`src/rtl/nic_irq_pkg.sv`:
```
package nic_irq_pkg;

    localparam int unsigned DATA_W = 32;

    // main status bit positions
    localparam int unsigned BIT_RX_DONE   = 16;
    localparam int unsigned BIT_RX_NODESC = 17;
    localparam int unsigned BIT_MGMT_SUM  = 23;
    localparam int unsigned BIT_TX_DESC   = 24;
    localparam int unsigned BIT_TX_ALL    = 25;

    localparam logic [DATA_W-1:0] SUM_BIT  = DATA_W'(1) << BIT_MGMT_SUM;
    localparam logic [DATA_W-1:0] EVT_BITS = (DATA_W'(1) << BIT_RX_DONE)
                                           | (DATA_W'(1) << BIT_RX_NODESC)
                                           | (DATA_W'(1) << BIT_TX_DESC)
                                           | (DATA_W'(1) << BIT_TX_ALL);

    localparam logic [DATA_W-1:0] MAIN_MASK_RST = 32'hFF7F_FFFF;

    // register offsets
    localparam int unsigned OFS_RESET     = 'h000;
    localparam int unsigned OFS_MSTAT     = 'h100;
    localparam int unsigned OFS_MMASK     = 'h104;
    localparam int unsigned OFS_MSTAT_ALT = 'h108;
    localparam int unsigned OFS_MMASK_ALT = 'h10C;
    localparam int unsigned OFS_GMASK     = 'h200;
    localparam int unsigned OFS_GSTAT     = 'h204;

    localparam int unsigned RST_TX_BIT = 0;
    localparam int unsigned RST_RX_BIT = 1;

    typedef enum logic [0:0] {
        PS_IDLE = 1'b0,
        PS_RESP = 1'b1
    } port_state_t;

    typedef enum logic [2:0] {
        SEL_NONE,
        SEL_RESET,
        SEL_MSTAT,
        SEL_MMASK,
        SEL_GSTAT,
        SEL_GMASK
    } reg_sel_t;

endpackage

```
`src/rtl/irq_mgmt_bank.sv`:
```
module irq_mgmt_bank #(
    parameter int unsigned W = 16
) (
    input  logic         clk,
    input  logic         rst_n,
    input  logic [W-1:0] evt,
    input  logic         rd_clr,
    input  logic         mask_we,
    input  logic [W-1:0] mask_wdata,
    output logic [W-1:0] stat_q,
    output logic [W-1:0] mask_q,
    output logic         summary
);

    logic [W-1:0] stat_d;

    // per-bit set/clear; a pulse in the clearing cycle keeps its bit
    for (genvar i = 0; i < W; i++) begin : g_bit
        always_comb begin
            if (evt[i])
                stat_d[i] = 1'b1;
            else if (rd_clr)
                stat_d[i] = 1'b0;
            else
                stat_d[i] = stat_q[i];
        end
    end

    always_ff @(posedge clk or negedge rst_n) begin
        if (!rst_n) begin
            stat_q <= '0;
            mask_q <= '1;
        end else begin
            stat_q <= stat_d;
            if (mask_we)
                mask_q <= mask_wdata;
        end
    end

    assign summary = |(stat_q & ~mask_q);

    p_mgmt_clear_r4: assert property (@(posedge clk) disable iff (!rst_n)
        rd_clr |=> ((stat_q & ~$past(evt)) == '0));

    p_mgmt_hold_r4: assert property (@(posedge clk) disable iff (!rst_n)
        !rd_clr |=> ((stat_q & $past(stat_q)) == $past(stat_q)));

endmodule

```
`src/rtl/irq_main_bank.sv`:
```
module irq_main_bank
    import nic_irq_pkg::*;
(
    input  logic              clk,
    input  logic              rst_n,
    input  logic [DATA_W-1:0] evt,
    input  logic              rd_clr,
    input  logic              mask_we,
    input  logic [DATA_W-1:0] mask_wdata,
    input  logic              summary,
    output logic [DATA_W-1:0] stat_view,
    output logic [DATA_W-1:0] mask_q,
    output logic              irq
);

    logic [DATA_W-1:0] stat_q;
    logic [DATA_W-1:0] stat_d;
    logic [DATA_W-1:0] set_v;
    logic [DATA_W-1:0] mask_eff;

    assign set_v = evt & EVT_BITS;

    always_comb begin
        if (rd_clr)
            stat_d = set_v;
        else
            stat_d = stat_q | set_v;
    end

    always_ff @(posedge clk or negedge rst_n) begin
        if (!rst_n) begin
            stat_q <= '0;
            mask_q <= MAIN_MASK_RST;
        end else begin
            stat_q <= stat_d;
            if (mask_we)
                mask_q <= mask_wdata;
        end
    end

    // summary bit is live, never stored, and never masked by the main mask
    assign stat_view = stat_q | (summary ? SUM_BIT : '0);
    assign mask_eff  = mask_q & ~SUM_BIT;
    assign irq       = |(stat_view & ~mask_eff);

    p_event_sets_r1: assert property (@(posedge clk) disable iff (!rst_n)
        (|set_v) |=> ((stat_q & $past(set_v)) == $past(set_v)));

    p_event_wins_r3: assert property (@(posedge clk) disable iff (!rst_n)
        (rd_clr && (|set_v)) |=> ((stat_q & $past(set_v)) == $past(set_v)));

    p_read_clears_r2: assert property (@(posedge clk) disable iff (!rst_n)
        rd_clr |=> ((stat_q & ~$past(set_v)) == '0));

endmodule

```
`src/rtl/irq_reg_port.sv`:
```
module irq_reg_port
    import nic_irq_pkg::*;
#(
    parameter int unsigned ADDR_W = 12,
    parameter int unsigned MGMT_W = 16
) (
    input  logic              clk,
    input  logic              rst_n,
    input  logic              bus_valid,
    input  logic              bus_write,
    input  logic [ADDR_W-1:0] bus_addr,
    input  logic [DATA_W-1:0] bus_wdata,
    input  logic [DATA_W-1:0] main_view,
    input  logic [DATA_W-1:0] main_mask,
    input  logic [MGMT_W-1:0] mgmt_stat,
    input  logic [MGMT_W-1:0] mgmt_mask,
    output logic [DATA_W-1:0] bus_rdata,
    output logic              bus_rvalid,
    output logic              main_rd_clr,
    output logic              main_mask_we,
    output logic              mgmt_rd_clr,
    output logic              mgmt_mask_we,
    output logic              tx_reset_req,
    output logic              rx_reset_req
);

    port_state_t       state_q, state_d;
    reg_sel_t          sel;
    logic              rd_req, wr_req;
    logic [DATA_W-1:0] rd_mux;
    logic [DATA_W-1:0] rdata_q;
    logic              tx_q, rx_q;

    assign rd_req = bus_valid && !bus_write;
    assign wr_req = bus_valid && bus_write;

    // address decode, aliases folded onto their primary registers
    always_comb begin
        case (bus_addr)
            ADDR_W'(OFS_RESET):     sel = SEL_RESET;
            ADDR_W'(OFS_MSTAT):     sel = SEL_MSTAT;
            ADDR_W'(OFS_MSTAT_ALT): sel = SEL_MSTAT;
            ADDR_W'(OFS_MMASK):     sel = SEL_MMASK;
            ADDR_W'(OFS_MMASK_ALT): sel = SEL_MMASK;
            ADDR_W'(OFS_GSTAT):     sel = SEL_GSTAT;
            ADDR_W'(OFS_GMASK):     sel = SEL_GMASK;
            default:                sel = SEL_NONE;
        endcase
    end

    always_comb begin
        unique case (sel)
            SEL_MSTAT: rd_mux = main_view;
            SEL_MMASK: rd_mux = main_mask;
            SEL_GSTAT: rd_mux = DATA_W'(mgmt_stat);
            SEL_GMASK: rd_mux = DATA_W'(mgmt_mask);
            default:   rd_mux = '0;
        endcase
    end

    assign main_rd_clr  = rd_req && (sel == SEL_MSTAT);
    assign mgmt_rd_clr  = rd_req && (sel == SEL_GSTAT);
    assign main_mask_we = wr_req && (sel == SEL_MMASK);
    assign mgmt_mask_we = wr_req && (sel == SEL_GMASK);

    // next-state logic
    always_comb begin
        state_d = state_q;
        unique case (state_q)
            PS_IDLE: if (rd_req)  state_d = PS_RESP;
            PS_RESP: if (!rd_req) state_d = PS_IDLE;
            default: state_d = PS_IDLE;
        endcase
    end

    // state register and registered datapath
    always_ff @(posedge clk or negedge rst_n) begin
        if (!rst_n) begin
            state_q <= PS_IDLE;
            rdata_q <= '0;
            tx_q    <= 1'b0;
            rx_q    <= 1'b0;
        end else begin
            state_q <= state_d;
            rdata_q <= rd_req ? rd_mux : '0;
            tx_q    <= wr_req && (sel == SEL_RESET) && bus_wdata[RST_TX_BIT];
            rx_q    <= wr_req && (sel == SEL_RESET) && bus_wdata[RST_RX_BIT];
        end
    end

    // outputs
    always_comb begin
        bus_rvalid   = (state_q == PS_RESP);
        bus_rdata    = rdata_q;
        tx_reset_req = tx_q;
        rx_reset_req = rx_q;
    end

    p_rvalid_after_read_r12: assert property (@(posedge clk) disable iff (!rst_n)
        rd_req |=> bus_rvalid);

    p_no_rvalid_r12: assert property (@(posedge clk) disable iff (!rst_n)
        !rd_req |=> !bus_rvalid);

    p_tx_pulse_src_r9: assert property (@(posedge clk) disable iff (!rst_n)
        tx_reset_req |-> $past(wr_req && bus_addr == ADDR_W'(OFS_RESET) && bus_wdata[RST_TX_BIT]));

    p_rx_pulse_src_r9: assert property (@(posedge clk) disable iff (!rst_n)
        rx_reset_req |-> $past(wr_req && bus_addr == ADDR_W'(OFS_RESET) && bus_wdata[RST_RX_BIT]));

endmodule

```
`src/rtl/nic_irq_hub.sv`:
```
module nic_irq_hub
    import nic_irq_pkg::*;
#(
    parameter int unsigned ADDR_W = 12,
    parameter int unsigned MGMT_W = 16
) (
    input  logic              clk,
    input  logic              rst_n,
    input  logic              ev_rx_done,
    input  logic              ev_rx_nodesc,
    input  logic              ev_tx_desc,
    input  logic              ev_tx_all,
    input  logic [MGMT_W-1:0] ev_mgmt,
    input  logic              bus_valid,
    input  logic              bus_write,
    input  logic [ADDR_W-1:0] bus_addr,
    input  logic [31:0]       bus_wdata,
    output logic [31:0]       bus_rdata,
    output logic              bus_rvalid,
    output logic              tx_reset_req,
    output logic              rx_reset_req,
    output logic              irq
);

    logic [DATA_W-1:0] main_evt;
    logic [DATA_W-1:0] main_view;
    logic [DATA_W-1:0] main_mask;
    logic [MGMT_W-1:0] mgmt_stat;
    logic [MGMT_W-1:0] mgmt_mask;
    logic              mgmt_summary;
    logic              main_rd_clr, main_mask_we;
    logic              mgmt_rd_clr, mgmt_mask_we;

    always_comb begin
        main_evt                = '0;
        main_evt[BIT_RX_DONE]   = ev_rx_done;
        main_evt[BIT_RX_NODESC] = ev_rx_nodesc;
        main_evt[BIT_TX_DESC]   = ev_tx_desc;
        main_evt[BIT_TX_ALL]    = ev_tx_all;
    end

    irq_mgmt_bank #(.W(MGMT_W)) u_mgmt (
        .clk        (clk),
        .rst_n      (rst_n),
        .evt        (ev_mgmt),
        .rd_clr     (mgmt_rd_clr),
        .mask_we    (mgmt_mask_we),
        .mask_wdata (bus_wdata[MGMT_W-1:0]),
        .stat_q     (mgmt_stat),
        .mask_q     (mgmt_mask),
        .summary    (mgmt_summary)
    );

    irq_main_bank u_main (
        .clk        (clk),
        .rst_n      (rst_n),
        .evt        (main_evt),
        .rd_clr     (main_rd_clr),
        .mask_we    (main_mask_we),
        .mask_wdata (bus_wdata),
        .summary    (mgmt_summary),
        .stat_view  (main_view),
        .mask_q     (main_mask),
        .irq        (irq)
    );

    irq_reg_port #(.ADDR_W(ADDR_W), .MGMT_W(MGMT_W)) u_port (
        .clk          (clk),
        .rst_n        (rst_n),
        .bus_valid    (bus_valid),
        .bus_write    (bus_write),
        .bus_addr     (bus_addr),
        .bus_wdata    (bus_wdata),
        .main_view    (main_view),
        .main_mask    (main_mask),
        .mgmt_stat    (mgmt_stat),
        .mgmt_mask    (mgmt_mask),
        .bus_rdata    (bus_rdata),
        .bus_rvalid   (bus_rvalid),
        .main_rd_clr  (main_rd_clr),
        .main_mask_we (main_mask_we),
        .mgmt_rd_clr  (mgmt_rd_clr),
        .mgmt_mask_we (mgmt_mask_we),
        .tx_reset_req (tx_reset_req),
        .rx_reset_req (rx_reset_req)
    );

    // an active management summary must reach the line whatever the main mask holds
    p_summary_irq_r5: assert property (@(posedge clk) disable iff (!rst_n)
        mgmt_summary |-> irq);

    p_summary_visible_r5: assert property (@(posedge clk) disable iff (!rst_n)
        mgmt_summary |-> main_view[BIT_MGMT_SUM]);

endmodule

```
`config.mk`:
```
export PLATFORM = sky130hd
export DESIGN_NAME = nic_irq_hub
export DESIGN_NICKNAME = d
export VERILOG_FILES = /design/src/rtl/nic_irq_pkg.sv /design/src/rtl/irq_mgmt_bank.sv /design/src/rtl/irq_main_bank.sv /design/src/rtl/irq_reg_port.sv /design/src/rtl/nic_irq_hub.sv
export SDC_FILE = /design/constraint.sdc
export NUM_CORES = 1
export LEC_CHECK = 0
export ABC_AREA = 1
export BUFFER_PORTS_ARGS = -buffer_cell sky130_fd_sc_hd__buf_2
export CAP_MARGIN = 10
export CORE_MARGIN = 10
export CORE_UTILIZATION = 54
export DETAILED_ROUTE_END_ITERATION = 8
export HOLD_SLACK_MARGIN = 0.02
export PLACE_DENSITY = 0.92
export SLEW_MARGIN = 20
export SYNTH_ARGS = -nofsm -noshare
export SYNTH_HDL_FRONTEND = slang
export SYNTH_SLANG_ARGS = --single-unit
export TNS_END_PERCENT = 100
```
`constraint.sdc`:
```
create_clock -name clk -period 1.8 [get_ports clk]
set_clock_uncertainty 0.15 [all_clocks]
set_input_delay 0.18 -clock clk [delete_from_list [all_inputs] [get_ports clk]]
set_output_delay 0.18 -clock clk [all_outputs]
set_load 0.005 [all_outputs]
```
==> results.cfg <==
[power]
ir_drop_uv = 458
combPwrFrac_pct = 7.2
p_per_area_nw_per_um2 = 693
switching_share_pct = 23.4
power_uw = 4150
power_frac_clock_pct = 36.6
internal_power_uw = 3180
p_leak_uw = 0.00303
p_sw_uw = 968
sequentialPowerShare_pct = 56.2

[route]
drc = 0
drtPass1Iterations = 6
via_count = 3961
ant_nets = 0
viasPerCell = 5.55
wire_per_inst_um = 19.2
wl_um = 13700
drt_iter0_markers = 412

[timing]
post-route-period-util_pct = 110
period_needed_ns = 1.97
max_freq_mhz = 506
slew_violations = 0
timing.final.ws_setup_ns = -0.175
slew_headroom_pct = 60.4
setup-violations-final = 1
rsz0062_at_grt = yes
worst_slew_pin_slew_ns = 0.593
finalHoldViolCount = 0
hold_slack_ns = 0.0764

[worst_setup_path]
arrival_ns = 1.64
regToRegStartpoint = u_mgmt.mask_q[4]
regToRegEndpoint = u_port.bus_rdata[23]
crit_type = flip-flop to primary output
r2r_slack_ns = 0.20
cp_max_fo = 2
worstSetupStartpointType = flip-flop
crit_required_ns = 1.47
cp-end-kind = primary output
reg2reg_depth = 7

[final_layout]
final_cells = 714
layout_common_cells = buf_2, nand2_1, dfrtp_1, dlygate4sd3_1, inv_1
areaGrowthSynthToFinish_pct = 33.6
multi_input_area_um2 = 1540
final_common_cell = buf_2
fill_cells = 493
drive_above_1_share_pct = 39.8
fin_nets = 671
seq_area_um2 = 2640
final_cell_area_um2 = 5980

[synthesis]
synth_ff_type = dfrtp_1
synth_simple_gate_area_share_pct = 16.3
postSynthAreaPerCell_um2 = 10.3
synth_edf_count = 0
synth_fa_ha_area_share_pct = 0
ys_seq_area_share_pct = 58.9
ys_seq_elements = 103
yosysUniqueCellTypes = 29
netlist_area_um2 = 4480
synthXorXnorAreaFrac_pct = 0
synth_mux_area_share_pct = 5.36
synth_compound_area_share_pct = 12.4
syn-num-nets = 503
synthArstFlopShare_pct = 100
yosysWarningCount = 0
synth_top_family_by_area = simple AND/OR/NAND/NOR gates
postSynthCellCount = 435

[clock_tree]
cts.reportedPaths.clkPinSlew_ns = 0.11
root_buffer = clkbuf_8
cts_buffers = 9
cts_max_level = 3
cts.sinks = 103
clk_latency_ns = 0.37
clockBufferDepth = 2
cts_tree = built

[grt]
antenna_found_initial = 1
grt_first_pass_wirelength_um = 22000
grt_max_degree = 49
overflow = 0
track_usage_pct = 22.0
grt_pass1_vias = 4269

[run_status]
violations = negative setup slack
status = finished, violations left

[job]
cap_violations = 0

[hold_path]
hold_class = primary input to flip-flop
min_to = u_port.bus_rvalid
hold_start = bus_write
whs_path_depth = 3

[placement]
placed_cells = 640
gp_congestion = 0.880
place_area_um2 = 5190
portBuffers = 103
pre_cts_slack_ns = 0.0644
dp_hpwl_um = 8300

[floorplanning]
ios = 104
die_w_um = 111
die_h_um = 111
initial_core_util_pct = 55.1
fp-row-count = 33
core_um2 = 8130
dieArea_um2 = 12300
-- cells in the mapped netlist, types with 2 or more instances --
cell type / n / area share [%]
o21bai_1: 20 / 3.4
o21ai_2: 8 / 1.6
nand3_1: 3 / 0.34
buf_6: 4 / 1.0
buf_2: 6 / 0.67
inv_1: 54 / 4.5
nand2_1: 87 / 7.3
nand2_4: 2 / 0.50
nor3_4: 2 / 0.73
o22ai_1: 9 / 1.3
nand3_2: 2 / 0.45
nor2_4: 5 / 1.3
nand4_1: 6 / 0.84
inv_2: 4 / 0.34
mux2_4: 16 / 5.4
nor2_1: 24 / 2.0
o21ai_0: 16 / 1.8
a21oi_1: 17 / 1.9
o21ai_1: 19 / 2.1
nor4_1: 2 / 0.28
clkbuf_1: 4 / 0.34
nand2_2: 4 / 0.56
nor2_2: 14 / 2.0
dfstp_2: 47 / 28
dfrtp_1: 56 / 31
-- power by group through the flow --
stage	sequential (µW)	clock (µW)	combinational, µW
after floorplan	2370	0	51.1
after global placement	2370	0	191
after detailed placement	2370	0	200
after CTS	2330	1500	295
after global routing	2330	1620	328
final	2330	1520	300
-- metal layers --
layer / share of wire (%) / vias up / global-route usage, %
met5: 0 / - / 0
met4: 6.4 / 0 / 15.6
met3: 9.3 / 81 / 5.47
met2: 50 / 274 / 37.0
met1: 34 / 1876 / 23.8
li1: - / 1730 / -
-- repair_timing --
action                     CTS  global route
resized for setup            4             1
setup endpoints to repair    1             1
hold endpoints to repair   139             0
setup buffers                2             0
hold buffers                55             0
pin swaps                   10             1
-- through the flow --
step | util, % | TNS, ns
2_1_floorplan | - | 0
3_3_place_gp | 63.9 | 0
3_5_place_dp | 63.9 | 0
4_1_cts | 73.5 | -0.107
5_1_grt | 73.6 | -0.198
6_report | 73.6 | -0.175
-- sequential cells by signal, indices dropped and copies added, names as in the netlist --
register,count
u_main.mask_q,32
u_main.stat_q,4
u_mgmt.mask_q,16
u_mgmt.stat_q,16
u_port.bus_rdata,32
u_port.bus_rvalid,1
u_port.rx_reset_req,1
u_port.tx_reset_req,1
-- cell type report --
type / instances / share of cell area [%]
repair buffers: 172 / 20.9
clock buffers: 10 / 2.30
clock inverters: 6 / 1.15
diodes: 1 / 0.0418
well taps: 105 / 2.20
inverters: 58 / 3.64
multi-input cells: 259 / 25.8
flip-flops and latches: 103 / 44.1
-- cells by family (layout without fill, tap and decap cells) --
family	Yosys count	after routing
other	0	1
AND/OR/NAND/NOR	152	152
buffers and inverters	73	246
flip-flops	103	103
AO/OA/AOI/OAI	91	91
multiplexers	16	16
-- worst max-delay path by stage --
stage / start / to / slack (ns)
6_report: u_mgmt.mask_q[4] / irq / -0.17
5_1_grt: u_mgmt.mask_q[4] / irq / -0.20
4_1_cts: u_mgmt.mask_q[6] / irq / -0.11
3_5_place_dp: bus_addr[11] / u_port.bus_rdata[2] / 0.06
3_3_place_gp: bus_addr[1] / u_main.mask_q[23] / 0.16
2_1_floorplan: bus_addr[8] / u_main.mask_q[23] / 0.37
-- critical path, cell delays in order, from the launching register on --
cell and delay, ns:
dfstp_2 0.57, o22ai_2 0.08, nor2_1 0.16, nand2_1 0.10, nor2_2 0.16, nand2_1 0.08
buf_2 0.13
Power figures use the tool's default switching activity.
